$ cat config.mk
export PLATFORM = sky130hd
export DESIGN_NAME = rx_ring_dma
export DESIGN_NICKNAME = d
export VERILOG_FILES = /design/src/rtl/rxd_pkg.sv /design/src/rtl/rxd_regs.sv /design/src/rtl/rxd_pack.sv /design/src/rtl/rxd_ctl.sv /design/src/rtl/rx_ring_dma.sv
export SDC_FILE = /design/constraint.sdc
export NUM_CORES = 1
export LEC_CHECK = 0
export CAP_MARGIN = 25
export CORE_MARGIN = 4
export CORE_UTILIZATION = 52
export DETAILED_ROUTE_END_ITERATION = 8
export PLACE_DENSITY_LB_ADDON = 0.1
export SLEW_MARGIN = 20
export SYNTH_ARGS = -nofsm -noshare
export SYNTH_HDL_FRONTEND = slang
export SYNTH_SLANG_ARGS = --single-unit
$ cat constraint.sdc
create_clock -name clk -period 2.7 [get_ports clk]
set_input_delay 0.675 -clock clk [delete_from_list [all_inputs] [get_ports clk]]
set_output_delay 0.675 -clock clk [all_outputs]
set_load 0.005 [all_outputs]
$ cat src/rtl/rxd_pkg.sv
package rxd_pkg;
    localparam int LEN_W  = 14;
    localparam int SIZE_W = 11;
    localparam int BIT_OWN   = 31;
    localparam int BIT_CHAIN = 24;
    localparam int BIT_REND  = 25;

    typedef enum logic [2:0] {
        ST_IDLE, ST_RD, ST_CAP, ST_SUSP, ST_RECV, ST_FLUSH, ST_WB
    } rxd_state_t;

    function automatic logic [31:0] make_status(input logic [LEN_W-1:0] len,
                                                input logic trunc, input logic crc);
        return {2'b00, len, (trunc | crc), trunc, 4'b0000, 2'b11, 6'b000000, crc, 1'b0};
    endfunction
endpackage

$ cat src/rtl/rxd_regs.sv
module rxd_regs #(
    parameter int AW = 32
) (
    input  logic          clk,
    input  logic          rst_n,
    input  logic          reg_wr,
    input  logic [1:0]    reg_sel,
    input  logic [31:0]   reg_wdata,
    output logic [AW-1:0] base,
    output logic          run,
    output logic          poll
);
    always_ff @(posedge clk) begin
        if (!rst_n) begin
            base <= '0;
            run  <= 1'b0;
            poll <= 1'b0;
        end else begin
            poll <= reg_wr && (reg_sel == 2'd1);
            if (reg_wr && reg_sel == 2'd0) base <= reg_wdata[AW-1:0];
            if (reg_wr && reg_sel == 2'd2) run  <= reg_wdata[0];
        end
    end
endmodule

$ cat src/rtl/rxd_pack.sv
module rxd_pack import rxd_pkg::*; #(
    parameter int AW = 32
) (
    input  logic              clk,
    input  logic              rst_n,
    input  logic              accept,
    input  logic              clear,
    input  logic [AW-1:0]     buf_addr,
    input  logic [SIZE_W-1:0] buf_size,
    input  logic              in_valid,
    input  logic [7:0]        in_data,
    input  logic              in_last,
    input  logic              in_err,
    output logic              pend,
    output logic [AW-1:0]     waddr,
    output logic [31:0]       wdata,
    output logic              done,
    output logic [LEN_W-1:0]  len,
    output logic              trunc,
    output logic              crc
);
    localparam logic [LEN_W-1:0] LEN_MAX = '1;

    logic              skip;
    logic              take;
    logic              store;
    logic [1:0]        lane;
    logic [31:0]       nword;
    logic              word_end;

    assign take  = in_valid && accept && !skip;
    assign store = ({{(LEN_W-SIZE_W){1'b0}}, buf_size} > len);
    assign lane  = len[1:0];
    assign word_end = (lane == 2'd3) || in_last
                   || ({{(LEN_W-SIZE_W){1'b0}}, buf_size} == len + 1'b1);

    always_comb begin
        nword = (lane == 2'd0) ? 32'h0 : wdata;
        nword[lane*8 +: 8] = in_data;
    end

    always_ff @(posedge clk) begin
        if (!rst_n) begin
            skip  <= 1'b0;
            pend  <= 1'b0;
            done  <= 1'b0;
            waddr <= '0;
            wdata <= '0;
            len   <= '0;
            trunc <= 1'b0;
            crc   <= 1'b0;
        end else begin
            pend <= 1'b0;
            done <= 1'b0;
            if (clear) begin
                len   <= '0;
                trunc <= 1'b0;
                crc   <= 1'b0;
            end
            if (in_valid && (!accept || skip)) begin
                skip <= !in_last;
            end else if (take) begin
                if (store) begin
                    wdata <= nword;
                    pend  <= word_end;
                    waddr <= buf_addr + AW'(len >> 2);
                end else begin
                    trunc <= 1'b1;
                end
                if (len != LEN_MAX) len <= len + 1'b1;
                if (in_last) begin
                    done <= 1'b1;
                    crc  <= in_err;
                end
            end
        end
    end

    // every stored word lies inside the buffer limit
    p_in_buffer_r6: assert property (@(posedge clk) disable iff (!rst_n)
        pend |-> ((32'(waddr - buf_addr) << 2) < 32'(buf_size)));
endmodule

$ cat src/rtl/rxd_ctl.sv
module rxd_ctl import rxd_pkg::*; #(
    parameter int AW = 32
) (
    input  logic              clk,
    input  logic              rst_n,
    input  logic              run,
    input  logic              poll,
    input  logic [AW-1:0]     base,
    input  logic [31:0]       mem_rdata,
    input  logic              pk_pend,
    input  logic [AW-1:0]     pk_waddr,
    input  logic [31:0]       pk_wdata,
    input  logic              pk_done,
    input  logic [LEN_W-1:0]  pk_len,
    input  logic              pk_trunc,
    input  logic              pk_crc,
    output logic              mem_rd,
    output logic              mem_wr,
    output logic [AW-1:0]     mem_addr,
    output logic [31:0]       mem_wdata,
    output logic              accept,
    output logic              clear,
    output logic [AW-1:0]     buf_addr,
    output logic [SIZE_W-1:0] buf_size
);
    rxd_state_t    st, st_nx;
    logic [1:0]    k;
    logic [AW-1:0] desc;
    logic [AW-1:0] nxt;
    logic          chain, rend;
    logic [AW-1:0] desc_follow;

    assign desc_follow = rend ? base : (chain ? nxt : desc + AW'(4));

    always_ff @(posedge clk) begin
        if (!rst_n) st <= ST_IDLE;
        else        st <= st_nx;
    end

    always_comb begin
        st_nx = st;
        unique case (st)
            ST_IDLE:  if (run) st_nx = ST_RD;
            ST_RD:    st_nx = ST_CAP;
            ST_CAP: begin
                if (k == 2'd0 && !mem_rdata[BIT_OWN]) st_nx = ST_SUSP;
                else if (k == 2'd3)                   st_nx = ST_RECV;
                else                                  st_nx = ST_RD;
            end
            ST_SUSP: begin
                if (!run)      st_nx = ST_IDLE;
                else if (poll) st_nx = ST_RD;
            end
            ST_RECV:  if (pk_done) st_nx = ST_FLUSH;
            ST_FLUSH: st_nx = ST_WB;
            ST_WB:    st_nx = ST_RD;
            default:  st_nx = ST_IDLE;
        endcase
    end

    always_ff @(posedge clk) begin
        if (!rst_n) begin
            k        <= '0;
            desc     <= '0;
            nxt      <= '0;
            buf_addr <= '0;
            buf_size <= '0;
            chain    <= 1'b0;
            rend     <= 1'b0;
        end else begin
            unique case (st)
                ST_IDLE: begin
                    desc <= base;
                    k    <= '0;
                end
                ST_CAP: begin
                    unique case (k)
                        2'd1: begin
                            buf_size <= mem_rdata[SIZE_W-1:0];
                            chain    <= mem_rdata[BIT_CHAIN];
                            rend     <= mem_rdata[BIT_REND];
                        end
                        2'd2: buf_addr <= mem_rdata[AW-1:0];
                        2'd3: nxt      <= mem_rdata[AW-1:0];
                        default: ;
                    endcase
                    k <= (k == 2'd0 && !mem_rdata[BIT_OWN]) ? 2'd0 : k + 2'd1;
                end
                ST_WB: begin
                    desc <= desc_follow;
                    k    <= '0;
                end
                default: ;
            endcase
        end
    end

    always_comb begin
        mem_rd    = 1'b0;
        mem_wr    = 1'b0;
        mem_addr  = '0;
        mem_wdata = '0;
        accept    = 1'b0;
        clear     = 1'b0;
        unique case (st)
            ST_RD: begin
                mem_rd   = 1'b1;
                mem_addr = desc + AW'(k);
            end
            ST_RECV, ST_FLUSH: begin
                mem_wr    = pk_pend;
                mem_addr  = pk_waddr;
                mem_wdata = pk_wdata;
                accept    = (st == ST_RECV) && !pk_done;
            end
            ST_WB: begin
                mem_wr    = 1'b1;
                mem_addr  = desc;
                mem_wdata = make_status(pk_len, pk_trunc, pk_crc);
                clear     = 1'b1;
            end
            default: ;
        endcase
    end

    // single-ported access
    p_no_rdwr_r12: assert property (@(posedge clk) disable iff (!rst_n)
        !(mem_rd && mem_wr));
    // start leads to a read of the base word
    p_start_base_r2: assert property (@(posedge clk) disable iff (!rst_n)
        (st == ST_IDLE && run) |=> (mem_rd && mem_addr == $past(base)));
    // a software-owned status blocks byte acceptance
    p_owner_r3: assert property (@(posedge clk) disable iff (!rst_n)
        (st == ST_CAP && k == 2'd0 && !mem_rdata[BIT_OWN]) |=> !accept && !mem_wr);
    // poll while suspended re-reads the same descriptor status
    p_resume_r11: assert property (@(posedge clk) disable iff (!rst_n)
        (st == ST_SUSP && poll && run) |=> (mem_rd && mem_addr == $past(desc)));
endmodule

$ cat src/rtl/rx_ring_dma.sv
module rx_ring_dma import rxd_pkg::*; #(
    parameter int AW = 32
) (
    input  logic          clk,
    input  logic          rst_n,
    input  logic          reg_wr,
    input  logic [1:0]    reg_sel,
    input  logic [31:0]   reg_wdata,
    input  logic          in_valid,
    input  logic [7:0]    in_data,
    input  logic          in_last,
    input  logic          in_err,
    output logic          mem_rd,
    output logic          mem_wr,
    output logic [AW-1:0] mem_addr,
    output logic [31:0]   mem_wdata,
    input  logic [31:0]   mem_rdata
);
    logic              run, poll;
    logic [AW-1:0]     base;
    logic              accept, clear;
    logic [AW-1:0]     buf_addr;
    logic [SIZE_W-1:0] buf_size;
    logic              pk_pend, pk_done, pk_trunc, pk_crc;
    logic [AW-1:0]     pk_waddr;
    logic [31:0]       pk_wdata;
    logic [LEN_W-1:0]  pk_len;

    rxd_regs #(.AW(AW)) u_regs (
        .clk(clk), .rst_n(rst_n), .reg_wr(reg_wr), .reg_sel(reg_sel),
        .reg_wdata(reg_wdata), .base(base), .run(run), .poll(poll)
    );

    rxd_pack #(.AW(AW)) u_pack (
        .clk(clk), .rst_n(rst_n), .accept(accept), .clear(clear),
        .buf_addr(buf_addr), .buf_size(buf_size),
        .in_valid(in_valid), .in_data(in_data), .in_last(in_last), .in_err(in_err),
        .pend(pk_pend), .waddr(pk_waddr), .wdata(pk_wdata), .done(pk_done),
        .len(pk_len), .trunc(pk_trunc), .crc(pk_crc)
    );

    rxd_ctl #(.AW(AW)) u_ctl (
        .clk(clk), .rst_n(rst_n), .run(run), .poll(poll), .base(base),
        .mem_rdata(mem_rdata), .pk_pend(pk_pend), .pk_waddr(pk_waddr),
        .pk_wdata(pk_wdata), .pk_done(pk_done), .pk_len(pk_len),
        .pk_trunc(pk_trunc), .pk_crc(pk_crc),
        .mem_rd(mem_rd), .mem_wr(mem_wr), .mem_addr(mem_addr), .mem_wdata(mem_wdata),
        .accept(accept), .clear(clear), .buf_addr(buf_addr), .buf_size(buf_size)
    );

    // status write-back never overlaps a pending or just-finished data word
    p_status_after_data_r8: assert property (@(posedge clk) disable iff (!rst_n)
        clear |-> (!pk_pend && !pk_done));
    // data words come only from bytes taken while a descriptor was ready
    p_accept_only_r10: assert property (@(posedge clk) disable iff (!rst_n)
        pk_pend |-> $past(accept));
endmodule

* Word-level counts from Yosys, hierarchy flattened
Index checks and enable logic that the tools add are counted.
** Cells by class
- Shift operators :: 2
- Bitwise gates (word level) :: 5
- Reductions and logical operators :: 31
- Add/sub/neg operators :: 6
- Mux-type cells :: 33
- $lt $le $gt $ge :: 1
- Equality and inequality tests :: 17
** Operators with widths (count)
- one-hot mux 32 bit (2 select lines) :: 2
- two-way mux 32 bit :: 3
- one-hot mux 32 bit (3 select lines) :: 1
- two-way mux 14 bit :: 4
- negation 5 -> 34 bit :: 1
- variable shift 8 x 34 -> 32 bit, first input constant :: 1
- indexed part select 8 x 34 -> 32 bit :: 1
- adder 32 x 12 -> 32 bit :: 1
- adder 32 x 2 -> 32 bit :: 1
- adder 32 x 3 -> 32 bit, second input constant :: 1
- bitwise mux 32 bit :: 1
- one-hot mux 3 bit (7 select lines) :: 1
- two-way mux 3 bit :: 6
- adder 14 x 1 -> 14 bit, second input constant :: 1
- equality test 11 x 14 -> 1 bit :: 1
- greater-than comparator 11 x 14 -> 1 bit :: 1
- inequality test 14 bit, second input constant :: 1
- two-way mux 1 bit :: 12
- equality test 3 bit, second input constant :: 3
- equality test 2 bit, second input constant :: 4
- logical AND 1 bit :: 8
- equality test 3 x 2 -> 1 bit, second input constant :: 2
- logical NOT 2 bit :: 3
- AND reduction 2 bit :: 3
- 18 further kinds :: 32
** Word-level totals
- Register bits :: 231

* Logic depth before layout (Yosys ltp)
- Word-level depth :: 8
- Depth in mapped cells :: 12
- Gate-level depth less buffers :: 9

* Cells and area by module
A second synthesis with hierarchy kept.
** Second synthesis, totals
- Cells, all modules :: 1777
- Area, all modules :: 13465.4 sq um
** By module, submodules not included
- rxd_ctl :: cells each 992, instances 1, area an instance 6902.9 sq um, seq. area each 2282.2 sq um
- rxd_pack :: cells each 639, instances 1, area an instance 5170.0 sq um, seq. area each 1661.6 sq um
- rxd_regs :: cells each 146, instances 1, area an instance 1392.6 sq um, seq. area each 680.7 sq um

* Worst setup path after synthesis
No wires, ideal clock.
- Kind :: register -> output
- From :: reg u_ctl.k[0]
- To :: out mem_addr[22]
- Stages on the path, launching flop included :: 10
- Data arrival time :: 2.333 ns
- Path buffers :: 2
- Path slack :: -0.308 ns
- Cells stage by stage :: dfxtp_1 > ha_1 > fa_1 > clkbuf_1 > nand4_1 > or2_2 > clkbuf_1 > nor2_1 > nand2_1 > o311ai_0
** Between the ends
- Longest elaborated chain between the ends :: 2
** RTL lines
- start: declaration :: RTL line rxd_ctl.sv:27 : logic [1:0] k;
- start signal: assignment :: RTL line rxd_ctl.sv:87 : k <= (k == 2'd0 && !mem_rdata[BIT_OWN]) ? 2'd0 : k + 2'd1;
- adder 32 x 2 -> 32 bit :: RTL line rxd_ctl.sv:108 : mem_addr = desc + AW'(k);
- one-hot mux 32 bit (3 select lines) :: RTL line rxd_ctl.sv:105 : unique case (st)
- end: declaration :: RTL line rx_ring_dma.sv:15 : output logic [AW-1:0] mem_addr,
Every way passes these cells.

* Final worst setup path
- From :: reg u_ctl.desc[0]
- To :: out mem_addr[30]
** Between the ends
- Longest elaborated chain between the ends :: 2
** RTL lines
- start: declaration :: RTL line rxd_ctl.sv:28 : logic [AW-1:0] desc;
- start signal: assignment :: RTL line rxd_ctl.sv:73 : desc <= base;
- start signal: assignment :: RTL line rxd_ctl.sv:90 : desc <= desc_follow;
- adder 32 x 2 -> 32 bit :: RTL line rxd_ctl.sv:108
- one-hot mux 32 bit (3 select lines) :: RTL line rxd_ctl.sv:105
Every way passes these cells.

==> results.md <==
- Syn Nets: 1814
- Share of layout cells above drive strength 1: 22.8%
- Sequential Area: 4660 um2
- Sequential power share: 45.5%
- Finished Core Util: 71.7%
- Peak VDD IR: 0.000474 V
- Port buffer count: 145
- Slowest CP cell: dfxtp_2
- Async set or reset register ratio after synthesis: 0%
- Fmax: 315 MHz
- Clock Latency Late Sink: 0.54 ns
- PwrDens: 439 nW/um2
- Total routed wirelength: 48.4 mm
- Tot Pwr: 7.63 mW
- Number of global-route vias before repair: 12635
- HP Class: reg -> reg
- Routed WL per cell: 20.9 um
- Initial Utilization: 52.6%
- H-Tree Depth: 1
- Number of max-cap violations: 0
- RePlAce Congestion: 1.01
- Overall Global Routing Usage: 34.0%
- Final hold violation count: 0
- #FFs+latches synth: 231
- Main synth FF type: dfxtp_1
- Fin crit share: 118%
- Drc violations: 0
- RSZ-0062 raised after global routing: yes
- Synth Area per Inst: 7.52 um2
- Post-synth EDFFs: 0
- Final setup viols: 30
- Mapped Cells: 1696
- Sequential fraction of the synthesis area: 36.2%
- HPWL Detailed: 35.2 mm
- Most common cell type on the critical path: nand4_1
- Failing checks: negative setup slack
- Final min period: 3.17 ns
- Comb power frac: 6.4%
- Synth cell types: 79
- Initial antenna violation count: 0
- CP Cell Sequence: ha_4 -> fa_2 -> nand4_1 -> or2_4 -> buf_12 -> nor2_4 -> buf_6 -> nand4_1 -> o211ai_1 -> buf_2
- Clock root buffer: clkbuf_16
- Critical path startpoint category: flop
- Final setup TNS: -10.73 ns
- Area growth from synthesis to layout: 36.2%
- DRT iter0 DRCs: 1344
- Setup ws final: -0.474 ns
- Arrival time worst endpoint: 2.50 ns
- Die Wd: 165 um
- Area of the mapped netlist: 12800 um2
- Psw: 1.78 mW
- Core Area: 24200 um2
- Via density: 6.03
- Via count: 13961
- I/O Pins: 146
- Clock power share: 48.1%
- First-pass GRT wire length: 72.0 mm
- Slew Limit Fails: 0
- Switching Share: 23.3%
- DIE AREA: 27100 um2
- Critical path class: reg -> out
- Max Clock Skew: 0.0163 ns
- Max Root-Sink Buffers: 3
- Yosys warns: 0
- Nets: 2090
- Pre-antenna DRT Iters: 6
- Clk slew on worst S/H paths: 0.07 ns
- Die Y: 165 um
- Clock sinks: 231
- CTS tree: yes
- Relative slew slack: 54.5%
- Placement Rows: 57
- Area occupied by multi-input gates: 7930 um2
- Largest net degree at the start of global routing: 94
- Leak: 6.54 nW
- Crit path required time: 2.03 ns
- CP peak stage delay: 0.35 ns
- Status: finished with violations
- Worst path buffer plus inverter count: 3
- # diodes: 0
- Family with the most delay on the worst path: simple AND/OR/NAND/NOR gates
- DRT antenna net count: 0
- Internal power: 5.85 mW
- CP Max Fanout: 4
- Fillers: 2012
- CTS Buf Count: 26
- Gr ovfl total: 0
- Setup crit end kind: output pin
- Actual slew at the worst max-slew pin: 0.682 ns
-- per-stage QoR --
stage	instance area (um2)	hold WS, ns	worst slack (ns)	instances
after floorplan	12800	0.427	0.00826	1696
after global placement	15600	0.438	-0.353	2216
after detailed placement	15600	0.442	-0.404	2216
after CTS	17100	0.449	-0.505	2302
after global routing	17400	0.472	-0.589	2315
final	17400	0.449	-0.474	2315
-- worst reg2reg max path, delay by kind of cell, from the launching register on --
kind	cells	cell delay, ns
AND/OR/NAND/NOR	4	1.14
AO/OA/AOI/OAI	2	0.40
buffers and inverters	3	0.39
flip-flops	1	0.34
adder cells (fa/ha/maj)	1	0.28
-- final timing paths --
check,start,end,slack [ns],depth (start not counted)
worst min register to register,u_pack.wdata[13]$_SDFFE_PN0P_,u_pack.wdata[13]$_SDFFE_PN0P_,0.45,2
worst min-delay path,u_pack.wdata[13]$_SDFFE_PN0P_,u_pack.wdata[13]$_SDFFE_PN0P_,0.45,2
worst max register to register,u_pack.len[9]$_SDFF_PN0_,u_pack.wdata[2]$_SDFFE_PN0P_,0.07,10
worst max-delay path,u_ctl.desc[0]$_SDFFE_PN0P_,mem_addr[30],-0.47,10
-- Yosys cell counts (4+ instances only) --
master,n,area [um2]
a211oi_1,38,285
a21o_1,8,60.1
a21oi_1,217,1090
a221o_1,5,50.1
a22o_1,16,140
a311o_1,5,50.1
a31oi_1,8,50.1
and2_1,25,156
and3_1,19,119
and4_1,4,35.0
buf_1,8,30.0
buf_2,5,25.0
buf_4,4,30.0
buf_6,4,45.0
clkbuf_1,110,413
dfxtp_1,231,4620
ha_1,36,450
inv_1,43,161
mux2i_1,11,110
nand2_1,376,1410
nand2b_1,7,43.8
nand3_1,39,195
nand3b_1,5,37.5
nand4_1,44,275
nand4b_1,8,70.1
nor2_1,78,293
nor2b_1,9,56.3
nor3_1,11,55.1
nor3b_1,16,120
nor4_1,11,68.8
o211ai_1,16,120
o21a_1,4,30.0
o21ai_0,98,490
o221ai_1,15,131
o311ai_0,9,78.8
or2_2,8,50.1
or3_1,9,56.3
or4_1,4,30.0
xnor2_1,44,385
xor2_1,32,280
-- area by class of cell --
cell class | count | share of cell area, %
Clock buffer | 37 | 4.45
Clock inverter | 10 | 0.641
Inverter | 44 | 0.993
Multi-Input combinational cell | 1288 | 45.6
Sequential cell | 231 | 26.8
Tap cell | 324 | 2.33
Timing Repair Buffer | 381 | 19.1
-- power by group through the flow --
stage               sequential [mW]  combinational [mW]  clock [mW]
finish                         3.47               0.489        3.67
global route                   3.47               0.519        3.84
CTS                            3.47               0.474        3.68
detailed placement             3.54               0.450           0
global placement               3.54               0.449           0
floorplan                      3.54               0.183           0
-- cells in the final DEF (no fill, tap or decap), types with 30 or more instances in the layout --
cell             instances
a211oi_1                37
clkbuf_16               30
xor2_1                  31
xnor2_1                 41
nand4_1                 44
ha_1                    32
inv_1                   42
o21ai_0                 81
dfxtp_1                212
buf_2                   40
clkdlybuf4s50_1         80
buf_4                  191
nor2_1                  69
a21oi_1                212
nand2_1                366
nand3_1                 35
-- flip-flops by register name, indices dropped and copies added, names as in the netlist, 2 cells and up --
| signal | cells |
|---|---|
| u_pack.waddr | 32 |
| u_regs.base | 32 |
| u_ctl.st | 3 |
| u_pack.wdata | 32 |
| u_ctl.nxt | 32 |
| u_ctl.buf_size | 11 |
| u_ctl.buf_addr | 32 |
| u_ctl.k | 2 |
| u_pack.len | 14 |
| u_ctl.desc | 32 |
-- repair_timing --
item | 4_1_cts | 5_1_grt
setup endpoints to repair | 123 | 123
gates cloned | 4 | 2
hold buffers | 0 | 0
pin swaps | 58 | 50
gates resized for setup | 321 | 92
setup buffers | 43 | 18
-- metal layers --
metal	up-vias	share of wire (%)	global-route usage [%]
met5	-	0	0
met4	0	2.7	8.54
met3	88	11	7.61
met2	652	44	51.3
met1	6708	43	49.2
li1	6513	-	-
-- cell families (layout without fill, tap and decap cells) --
family	after synthesis	after routing	share of synthesized area (%)
xor gates and xnor gates	76	76	5.22
adders and majority gates	38	38	3.84
muxes	12	12	0.951
AOI/OAI and AO/OA	478	478	22.9
buffers and inverters	177	472	5.83
and+or+nand+nor	684	684	25.0
DFF	231	231	36.2
Note: power is estimated with default switching activity, not from simulation.
